$ cat src/rtl/supply_guard_pkg.sv
package supply_guard_pkg;

  typedef enum logic [2:0] {
    ST_UVHOLD = 3'd0,
    ST_SLEEP  = 3'd1,
    ST_DELAY  = 3'd2,
    ST_ON     = 3'd3,
    ST_LATCH  = 3'd4
  } guard_state_e;

  // cycles for a given duration; clock is an integer number of MHz
  function automatic int unsigned us_to_cycles(int unsigned clk_hz, int unsigned us);
    int unsigned c;
    c = (clk_hz / 1_000_000) * us;
    return (c < 1) ? 1 : c;
  endfunction

  function automatic int unsigned cnt_width(int unsigned lim);
    return (lim > 1) ? $clog2(lim) : 1;
  endfunction

endpackage

$ cat src/rtl/sg_sync.sv
module sg_sync #(
  parameter int          N       = 1,
  parameter logic [N-1:0] RST_VAL = '0
) (
  input  logic         clk,
  input  logic         rst,
  input  logic [N-1:0] d,
  output logic [N-1:0] q
);
  for (genvar i = 0; i < N; i++) begin : g_bit
    logic meta, stable;
    always_ff @(posedge clk) begin
      if (rst) begin
        meta   <= RST_VAL[i];
        stable <= RST_VAL[i];
      end else begin
        meta   <= d[i];
        stable <= meta;
      end
    end
    assign q[i] = stable;
  end
endmodule

$ cat src/rtl/sg_timer.sv
module sg_timer
  import supply_guard_pkg::*;
#(
  parameter int unsigned LIM = 4
) (
  input  logic clk,
  input  logic rst,
  input  logic run,
  output logic done
);
  localparam int unsigned W = cnt_width(LIM);
  localparam logic [W-1:0] LAST = W'(LIM - 1);

  logic [W-1:0] cnt;

  // done holds while run stays high so the count saturates
  assign done = run && (cnt == LAST);

  always_ff @(posedge clk) begin
    if (rst || !run) cnt <= '0;
    else if (!done)  cnt <= cnt + 1'b1;
  end
endmodule

$ cat src/rtl/supply_guard.sv
module supply_guard
  import supply_guard_pkg::*;
#(
  parameter int unsigned CLK_HZ     = 100_000_000,
  parameter int unsigned START_US   = 130_000,
  parameter int unsigned OC_US      = 10,
  parameter int unsigned PG_US      = 65_000,
  parameter int unsigned CLR_US     = 500,
  parameter bit          AUTO_RETRY = 1'b0
) (
  input  logic clk,
  input  logic rst,
  input  logic uv_in,
  input  logic ov_rise_in,
  input  logic ov_fall_in,
  input  logic oc_in,
  input  logic gate_hi_in,
  input  logic en_n_in,
  output logic gate_ramp,
  output logic gate_fast_off,
  output logic gate_soft_off,
  output logic sleep,
  output logic pgood_n
);
  localparam int unsigned START_CYC = us_to_cycles(CLK_HZ, START_US);
  localparam int unsigned OC_CYC    = us_to_cycles(CLK_HZ, OC_US);
  localparam int unsigned PG_CYC    = us_to_cycles(CLK_HZ, PG_US);
  localparam int unsigned CLR_CYC   = us_to_cycles(CLK_HZ, CLR_US);
  localparam int          NSYNC     = 6;

  // synchronized comparator bundle
  logic [NSYNC-1:0] raw_in, syn;
  logic uv_s, ovr_s, ovf_s, oc_s, ghi_s, en_s;

  assign raw_in = {en_n_in, gate_hi_in, oc_in, ov_fall_in, ov_rise_in, uv_in};

  sg_sync #(.N(NSYNC), .RST_VAL(6'b000001)) u_sync (
    .clk (clk),
    .rst (rst),
    .d   (raw_in),
    .q   (syn)
  );

  assign {en_s, ghi_s, oc_s, ovf_s, ovr_s, uv_s} = syn;

  // overvoltage with hysteresis between upper and lower trip points
  logic ov_hold, ov_now;
  assign ov_now = ovr_s || (ov_hold && ovf_s);

  always_ff @(posedge clk) begin
    if (rst) ov_hold <= 1'b0;
    else     ov_hold <= ov_now;
  end

  guard_state_e state, nxt;

  // timers
  logic run_start, run_oc, run_pg, run_clr;
  logic start_done, oc_done, pg_done, clr_done;

  assign run_start = (state == ST_DELAY) && !ov_now;
  assign run_oc    = (state == ST_ON) && oc_s;
  assign run_pg    = (state == ST_ON) && ghi_s;
  assign run_clr   = (state == ST_LATCH) && (uv_s || en_s);

  sg_timer #(.LIM(START_CYC)) u_t_start (
    .clk(clk), .rst(rst), .run(run_start), .done(start_done));
  sg_timer #(.LIM(OC_CYC)) u_t_oc (
    .clk(clk), .rst(rst), .run(run_oc), .done(oc_done));
  sg_timer #(.LIM(PG_CYC)) u_t_pg (
    .clk(clk), .rst(rst), .run(run_pg), .done(pg_done));
  sg_timer #(.LIM(CLR_CYC)) u_t_clr (
    .clk(clk), .rst(rst), .run(run_clr), .done(clr_done));

  // destination after an overcurrent trip
  guard_state_e oc_dest;
  if (AUTO_RETRY) begin : g_retry
    assign oc_dest = ST_DELAY;
  end else begin : g_latch
    assign oc_dest = ST_LATCH;
  end

  // next-state logic, priority: uv > ov > oc > enable
  always_comb begin
    nxt = state;
    unique case (state)
      ST_UVHOLD: begin
        if (!uv_s) nxt = en_s ? ST_SLEEP : ST_DELAY;
      end
      ST_SLEEP: begin
        if (uv_s)       nxt = ST_UVHOLD;
        else if (!en_s) nxt = ST_DELAY;
      end
      ST_DELAY: begin
        if (uv_s)            nxt = ST_UVHOLD;
        else if (en_s)       nxt = ST_SLEEP;
        else if (start_done) nxt = ST_ON;
      end
      ST_ON: begin
        if (uv_s)         nxt = ST_UVHOLD;
        else if (ov_now)  nxt = ST_DELAY;
        else if (oc_done) nxt = oc_dest;
        else if (en_s)    nxt = ST_SLEEP;
      end
      ST_LATCH: begin
        if (clr_done) nxt = ST_UVHOLD;
      end
      default: nxt = ST_UVHOLD;
    endcase
  end

  // state and registered outputs
  always_ff @(posedge clk) begin
    if (rst) begin
      state         <= ST_UVHOLD;
      gate_ramp     <= 1'b0;
      gate_fast_off <= 1'b1;
      gate_soft_off <= 1'b0;
      sleep         <= 1'b0;
      pgood_n       <= 1'b1;
    end else begin
      state         <= nxt;
      gate_ramp     <= (nxt == ST_ON);
      gate_fast_off <= (nxt == ST_UVHOLD) || (nxt == ST_DELAY) || (nxt == ST_LATCH);
      gate_soft_off <= (nxt == ST_SLEEP);
      sleep         <= (nxt == ST_SLEEP);
      pgood_n       <= !((nxt == ST_ON) && pg_done);
    end
  end
endmodule

$ cat config.mk
export PLATFORM = sky130hd
export DESIGN_NAME = supply_guard
export DESIGN_NICKNAME = d
export VERILOG_FILES = /design/src/rtl/supply_guard_pkg.sv /design/src/rtl/sg_sync.sv /design/src/rtl/sg_timer.sv /design/src/rtl/supply_guard.sv
export SDC_FILE = /design/constraint.sdc
export NUM_CORES = 1
export LEC_CHECK = 0
export ABC_AREA = 1
export BUFFER_PORTS_ARGS = -buffer_cell sky130_fd_sc_hd__clkbuf_2
export CAP_MARGIN = 30
export CELL_PAD_IN_SITES_DETAIL_PLACEMENT = 0
export CELL_PAD_IN_SITES_GLOBAL_PLACEMENT = 1
export CORE_ASPECT_RATIO = 1.1
export CORE_MARGIN = 5
export CORE_UTILIZATION = 41
export CTS_CLUSTER_DIAMETER = 60
export DETAILED_ROUTE_END_ITERATION = 10
export GPL_ROUTABILITY_DRIVEN = 1
export PLACE_DENSITY_LB_ADDON = 0.05
export SLEW_MARGIN = 10
export SYNTH_ARGS = -nofsm -noshare
export SYNTH_HDL_FRONTEND = slang
export SYNTH_SLANG_ARGS = --single-unit
$ cat constraint.sdc
create_clock -name clk -period 1.3 [get_ports clk]
set_input_delay 0.26 -clock clk [delete_from_list [all_inputs] [get_ports clk]]
set_output_delay 0.26 -clock clk [all_outputs]
set_load 0.02 [all_outputs]
After elaboration in Yosys (flattened, before gate mapping)

Cells that the tools add are included.

Register bits after elaboration: 93
Latch bits: 0
RAM bits: 0
Bits in read-only memories: 0
Word-level logic and storage cells: 77
Memories kept: 0

Add/sub/neg operators: 4
Multipliers: 0
Div/mod/pow operators: 0
Magnitude comparators: 0
Equal/unequal tests: 12
Shifts and indexed selects: 0
Muxes and demuxes: 13
Bitwise logic cells: 0
Reductions and logical operators: 26

Operators by type and width:

| cell                                                 | count |
|---|---|
| 2-to-1 mux 3 bit                                     | 11 |
| adder 24 x 1 -> 24 bit (second input constant)       | 1 |
| equality test 24 bit (second input constant)         | 1 |
| adder 23 x 1 -> 23 bit (second input constant)       | 1 |
| equality test 23 bit (second input constant)         | 1 |
| adder 16 x 1 -> 16 bit (second input constant)       | 1 |
| equality test 16 bit (second input constant)         | 1 |
| one-hot mux 3 bit (5 select lines)                   | 1 |
| equality test 3 x 2 -> 1 bit (second input constant) | 4 |
| adder 10 x 1 -> 10 bit (second input constant)       | 1 |
| equality test 10 bit (second input constant)         | 1 |
| logical AND 1 bit                                    | 10 |
| logical OR 1 bit                                     | 8 |
| equality test 3 x 1 -> 1 bit (second input constant) | 2 |
| equality test 3 bit (second input constant)          | 2 |
| zero test 1 bit                                      | 6 |
| zero test 3 bit                                      | 2 |
| 2-to-1 mux 2 bit                                     | 1 |

Logic depth before layout (Yosys ltp)

Depth after elaboration: 12
Gate-level depth with buffers: 11

Cells and area by module

From an unflattened synthesis, not the netlist that was laid out.

Cell total of the unflattened synthesis: 787
Area total of the unflattened synthesis: 5106.1 um^2

Modules (own cells, without submodules):

| module               | times used | cells each | area an instance (um^2) |
|---|---|---|---|
| sg_timer (u_t_start) | 1          | 235        | 1501.4 |
| sg_timer (u_t_pg)    | 1          | 216        | 1361.3 |
| sg_timer (u_t_clr)   | 1          | 140        | 875.8 |
| sg_timer (u_t_oc)    | 1          | 89         | 569.3 |
| supply_guard         | 1          | 63         | 407.9 |
| sg_sync              | 1          | 44         | 390.4 |

Worst setup path after synthesis

No wires, ideal clock.

Path type: register -> register
From: register u_t_start.cnt[0]
To: register u_t_start.cnt[20]
Library setup time: 0.119 ns
Arrival: 1.329 ns
Data required time: 1.181 ns
Path slack: -0.148 ns
Cell stages (with the launch flop): 9
Path through: dfxtp_1 -> ha_1 -> nand3_1 -> nor3_4 -> nand2_2 -> nor2_2 -> nand2_2 -> nor3b_1 -> nor2_1

Cells in the longest elaborated chain, start to end: 2
Elaborated cells between the ends (all ways): 3
Those cells by class: add/sub (1); eq/ne (1); reduce/logical (1)

RTL lines:

| what                                                                           | RTL line       | RTL |
|---|---|---|
| start: declaration                                                             | sg_timer.sv:14 | `logic [W-1:0] cnt;` |
| start signal: assignment                                                       | sg_timer.sv:21 | `else if (!done) cnt <= cnt + 1'b1;` |
| parallel branches: the longest is 2 deep, another holds adder 24 x 1 -> 24 bit | n/a            |  |

Several ways; the timed one is not identified.
A chain may end at the register's enable or synchronous reset.

Final worst setup path

From: register u_t_start.cnt[1]
To: register u_t_start.cnt[5]

The elaborated chain is that of the path after synthesis.

==> summary.md <==
| Metric | Value |
|---|---|
| Avg Inst Size Synth | `7.01 µm²` |
| Crit-path max FO | `5` |
| Synth Area in Simple Gates | `approximately a third` |
| LEAKAGE | `about 3.1 nW` |
| CTS Buf Count | `9` |
| NumNets Final | `821` |
| Met1 Track Usage GR | `between 20 and 25%` |
| Antenna cells | `0` |
| Hold WS | `97.5 ps` |
| Worst setup EP type | `flop` |
| Clock tree from TritonCTS | `done` |
| Setup_tns | `-3640 ps` |
| Routed vias | `4638` |
| Row count | `40` |
| Post-synth EDFFs | `0` |
| Complex-gate fraction of the synthesized area | `11.8%` |
| Asr flop ratio synth | `0%` |
| Grt ovf | `0` |
| Detailed-route wire length per cell | `12.8 µm` |
| Final worst slack | `-186 ps` |
| Mux contribution to synthesized area | `0%` |
| Worst-path cell chain | `ha_4, nand2_4, nor2_4, nand3_2, nor2_4, buf_4, nand2_4, a21oi_2, nor3b_2` |
| First-pass GRT wire length | `approximately 19 mm` |
| GP Congestion | `0.826` |
| Initial core utilization | `41.6%` |
| Pwr dens | `slightly below 800 nW/µm²` |
| Syn Inst Count | `641` |
| Final setup skew | `4.63 ps` |
| Die Area | `approximately 13000 µm²` |
| Max_cap viols | `0` |
| GR peak layer | `met2` |
| Net Sw Frac | `between 20% and 30%` |
| Clock Tree Buf Depth | `2` |
| 1st-iter DRT viols | `138` |
| Layout area overhead | `60.2%` |
| Core area | `10800 µm²` |
| Largest net degree at the start of global routing | `21` |
| Clock power frac | `roughly 46%` |
| HP Class | `in2reg` |
| Number of global-route vias before repair | `~4400` |
| Critical path data arrival time | `1710 ps` |
| Die X | `around 110 µm` |
| Drt pass-1 iters | `5` |
| All-Layer GR Usage | `a little under a fifth` |
| Htree depth | `3` |
| Met3 Use GR | `3.28%` |
| Mapped Nets | `approximately 650` |
| CP required | `approximately 1500 ps` |
| RSZ-0062 raised after global routing | `true` |
| Clk sinks | `93` |
| Yosys cell types | `41` |
| Area taken by multi-input logic gates | `3040 µm²` |
| Hold Path Depth | `3` |
| Pint | `4.37 mW` |
| Vias per cell | `around 4.8` |
| Root buf cell | `clkbuf_16` |
| Met2 usage | `roughly a third` |
| Sequential cell area fraction in the yosys report | `between 40% and 50%` |
| Number of remaining DRC errors | `0` |
| Layout fillers | `954` |
| Synthesis Warnings | `0` |
| Outcome | `complete, but fails checks` |
| DIE HEIGHT | `between 100 and 150 µm` |
| Reg area | `around 1900 µm²` |
| Slowest CP cell | `dfxtp_4` |
| Clock latency on the worst-skew pair | `340 ps` |
| Fin. Hold Viols | `0` |
| Period utilization | `114%` |
| Seq pwr share | `51.8%` |
| CP max stage delay | `approximately 370 ps` |
| Synth Register Bits | `93` |
| Post-synthesis adder-cell area fraction | `1.11%` |
| DRT Wirelength | `between 10 and 15 mm` |
| Post-synthesis xor/xnor area fraction | `approximately 1.4%` |
| Syn Std Cell Area | `4490 µm²` |
| IO Pins | `13` |
| Port Buffers | `12` |
| Post-DP HPWL | `8.06 mm` |
| Largest family of logic cells by synthesized area | `simple AND/OR/NAND/NOR gates` |
| Final setup viols | `between 50 and 60` |
| Fmax | `between 0.6 and 0.7 GHz` |
| Layout cell share with drive strength beyond 1 | `approximately half` |
| Antenna violations before repair | `0` |
| Antenna viol nets, final | `0` |
| Synth top area share | `roughly two fifths` |
| CP Launch Type | `flop` |
| Combinational power share | `1.9%` |
| FF-to-FF path depth | `9` |
| Fin. max-slew vios | `0` |
| Cell taking the most area after synthesis | `dfxtp_1` |
| Setup Crit Path Kind | `reg2reg` |
| Count leader, synth | `nand2_1` |
| Worst slew pin tran | `377 ps` |
| Failing checks | `negative setup slack` |
| Most frequent cells after synthesis | `121 x nand2_1, 100 x inv_1, 93 x dfxtp_1` |
| Top post-synthesis cells by area | `dfxtp_1 41%, nand2_1 10%, inv_1 8.4%, nor2_1 7.0%, a21oi_1 6.1%` |
| Relative slew slack | `between 70 and 80%` |
| Max rail drop VDD | `553 µV` |
| Final worst path period need | `about 1500 ps` |
| Net Sw Power | `1.16 mW` |
| Clock slew at reported path FFs | `around 60 ps` |
| Commonest register cell after synthesis | `dfxtp_1` |
==> power groups by stage <==
stage | Sequential (mW) | Combinational [mW] | Clock [mW]
floorplan | 2.94 | 0.0478 | 0
global placement | 2.94 | 0.0811 | 0
detailed placement | 2.94 | 0.0824 | 0
CTS | 2.88 | 0.0874 | 2.64
global route | 2.86 | 0.116 | 2.76
finish | 2.86 | 0.103 | 2.56
==> area by class of cell <==
class	count	area share [%]
tap	147	2.56
timing repair buffer	162	18.8
multi-input combinational	437	42.2
clock inverter	4	0.713
inverter	106	5.88
clock buffer	10	3.18
sequential	93	26.6
==> per-layer routing <==
metal	wire [µm]	vias up	share of wire [%]
met5	0	-	0
met4	209	0	1.7
met3	291	17	2.4
met2	6430	63	53
met1	5310	2150	43
li1	-	2408	-
==> kinds of logic (layout without fill, tap and decap cells) <==
group	Yosys count	in the layout
XOR/XNOR	7	7
AO/OA/AOI/OAI	98	98
buffers and inverters	112	282
flip-flops	93	93
AND/OR/NAND/NOR	327	328
adder cells (fa/ha/maj)	4	4
==> registers in the layout (all words and copies together) (netlist names) <==
signal and cells:
u_t_start.cnt 24, pgood_n 1, gate_ramp 1, u_sync.g_bit.meta 6
ov_hold 1, u_t_pg.cnt 23, gate_fast_off 1, u_t_oc.cnt 10
sleep 1, state 3, u_t_clr.cnt 16, u_sync.g_bit.stable 6
==> worst max-delay path, delay by kind of cell (launching register included) <==
kind | cells | cell delay (ps)
AND/OR/NAND/NOR | 6 | 500
flip-flops | 1 | 370
adder cells (fa/ha/maj) | 1 | 170
AO/OA/AOI/OAI | 1 | 170
buffers and inverters | 1 | 140
==> final timing paths <==
path | startpoint | endpoint | slack, ps
min | oc_in | u_sync.g_bit[3].meta | 100
max reg2reg | u_t_start.cnt[1] | u_t_start.cnt[5] | -190
min reg2reg | u_sync.g_bit[2].meta | u_sync.g_bit[2].stable | 400
max | u_t_start.cnt[1] | u_t_start.cnt[5] | -190
==> per-stage QoR <==
| stage | setup WS [ps] | util (%) | total power, mW | area [µm²] | std cells |
|---|---|---|---|---|---|
| final | -186 | 66.6 | 5.53 | 7200 | 959 |
| after global routing | -282 | 66.6 | 5.74 | 7200 | 959 |
| after global placement | -184 | 52.0 | 3.02 | 5630 | 898 |
| after detailed placement | -233 | 52.0 | 3.02 | 5630 | 898 |
| after CTS | -169 | 60.6 | 5.60 | 6550 | 941 |
| after floorplan | -120 | - | 2.99 | 4620 | 641 |
==> timing repair <==
action | CTS | global route
pin swaps | 62 | 72
resized for setup | 129 | 142
endpoints found under the hold margin | 0 | 0
endpoints found under the setup margin | 69 | 74
gates cloned | 1 | 3
hold buffers | 0 | 0
buffers inserted | 29 | 18
==> cells in the final DEF (no fill, tap or decap), types with 13 or more instances in the layout <==
cell and instances:
buf_6 29, nor2_4 26, buf_4 117, dfxtp_2 23
a21oi_2 19, nand3_1 22, inv_2 14, nand4_1 14
nand2_2 27, dfxtp_1 63, nand2_4 18, o21ai_2 13
nor2_1 62, inv_1 82, a21oi_1 37, nand2_1 87
Note: power is estimated with default switching activity, not from simulation.
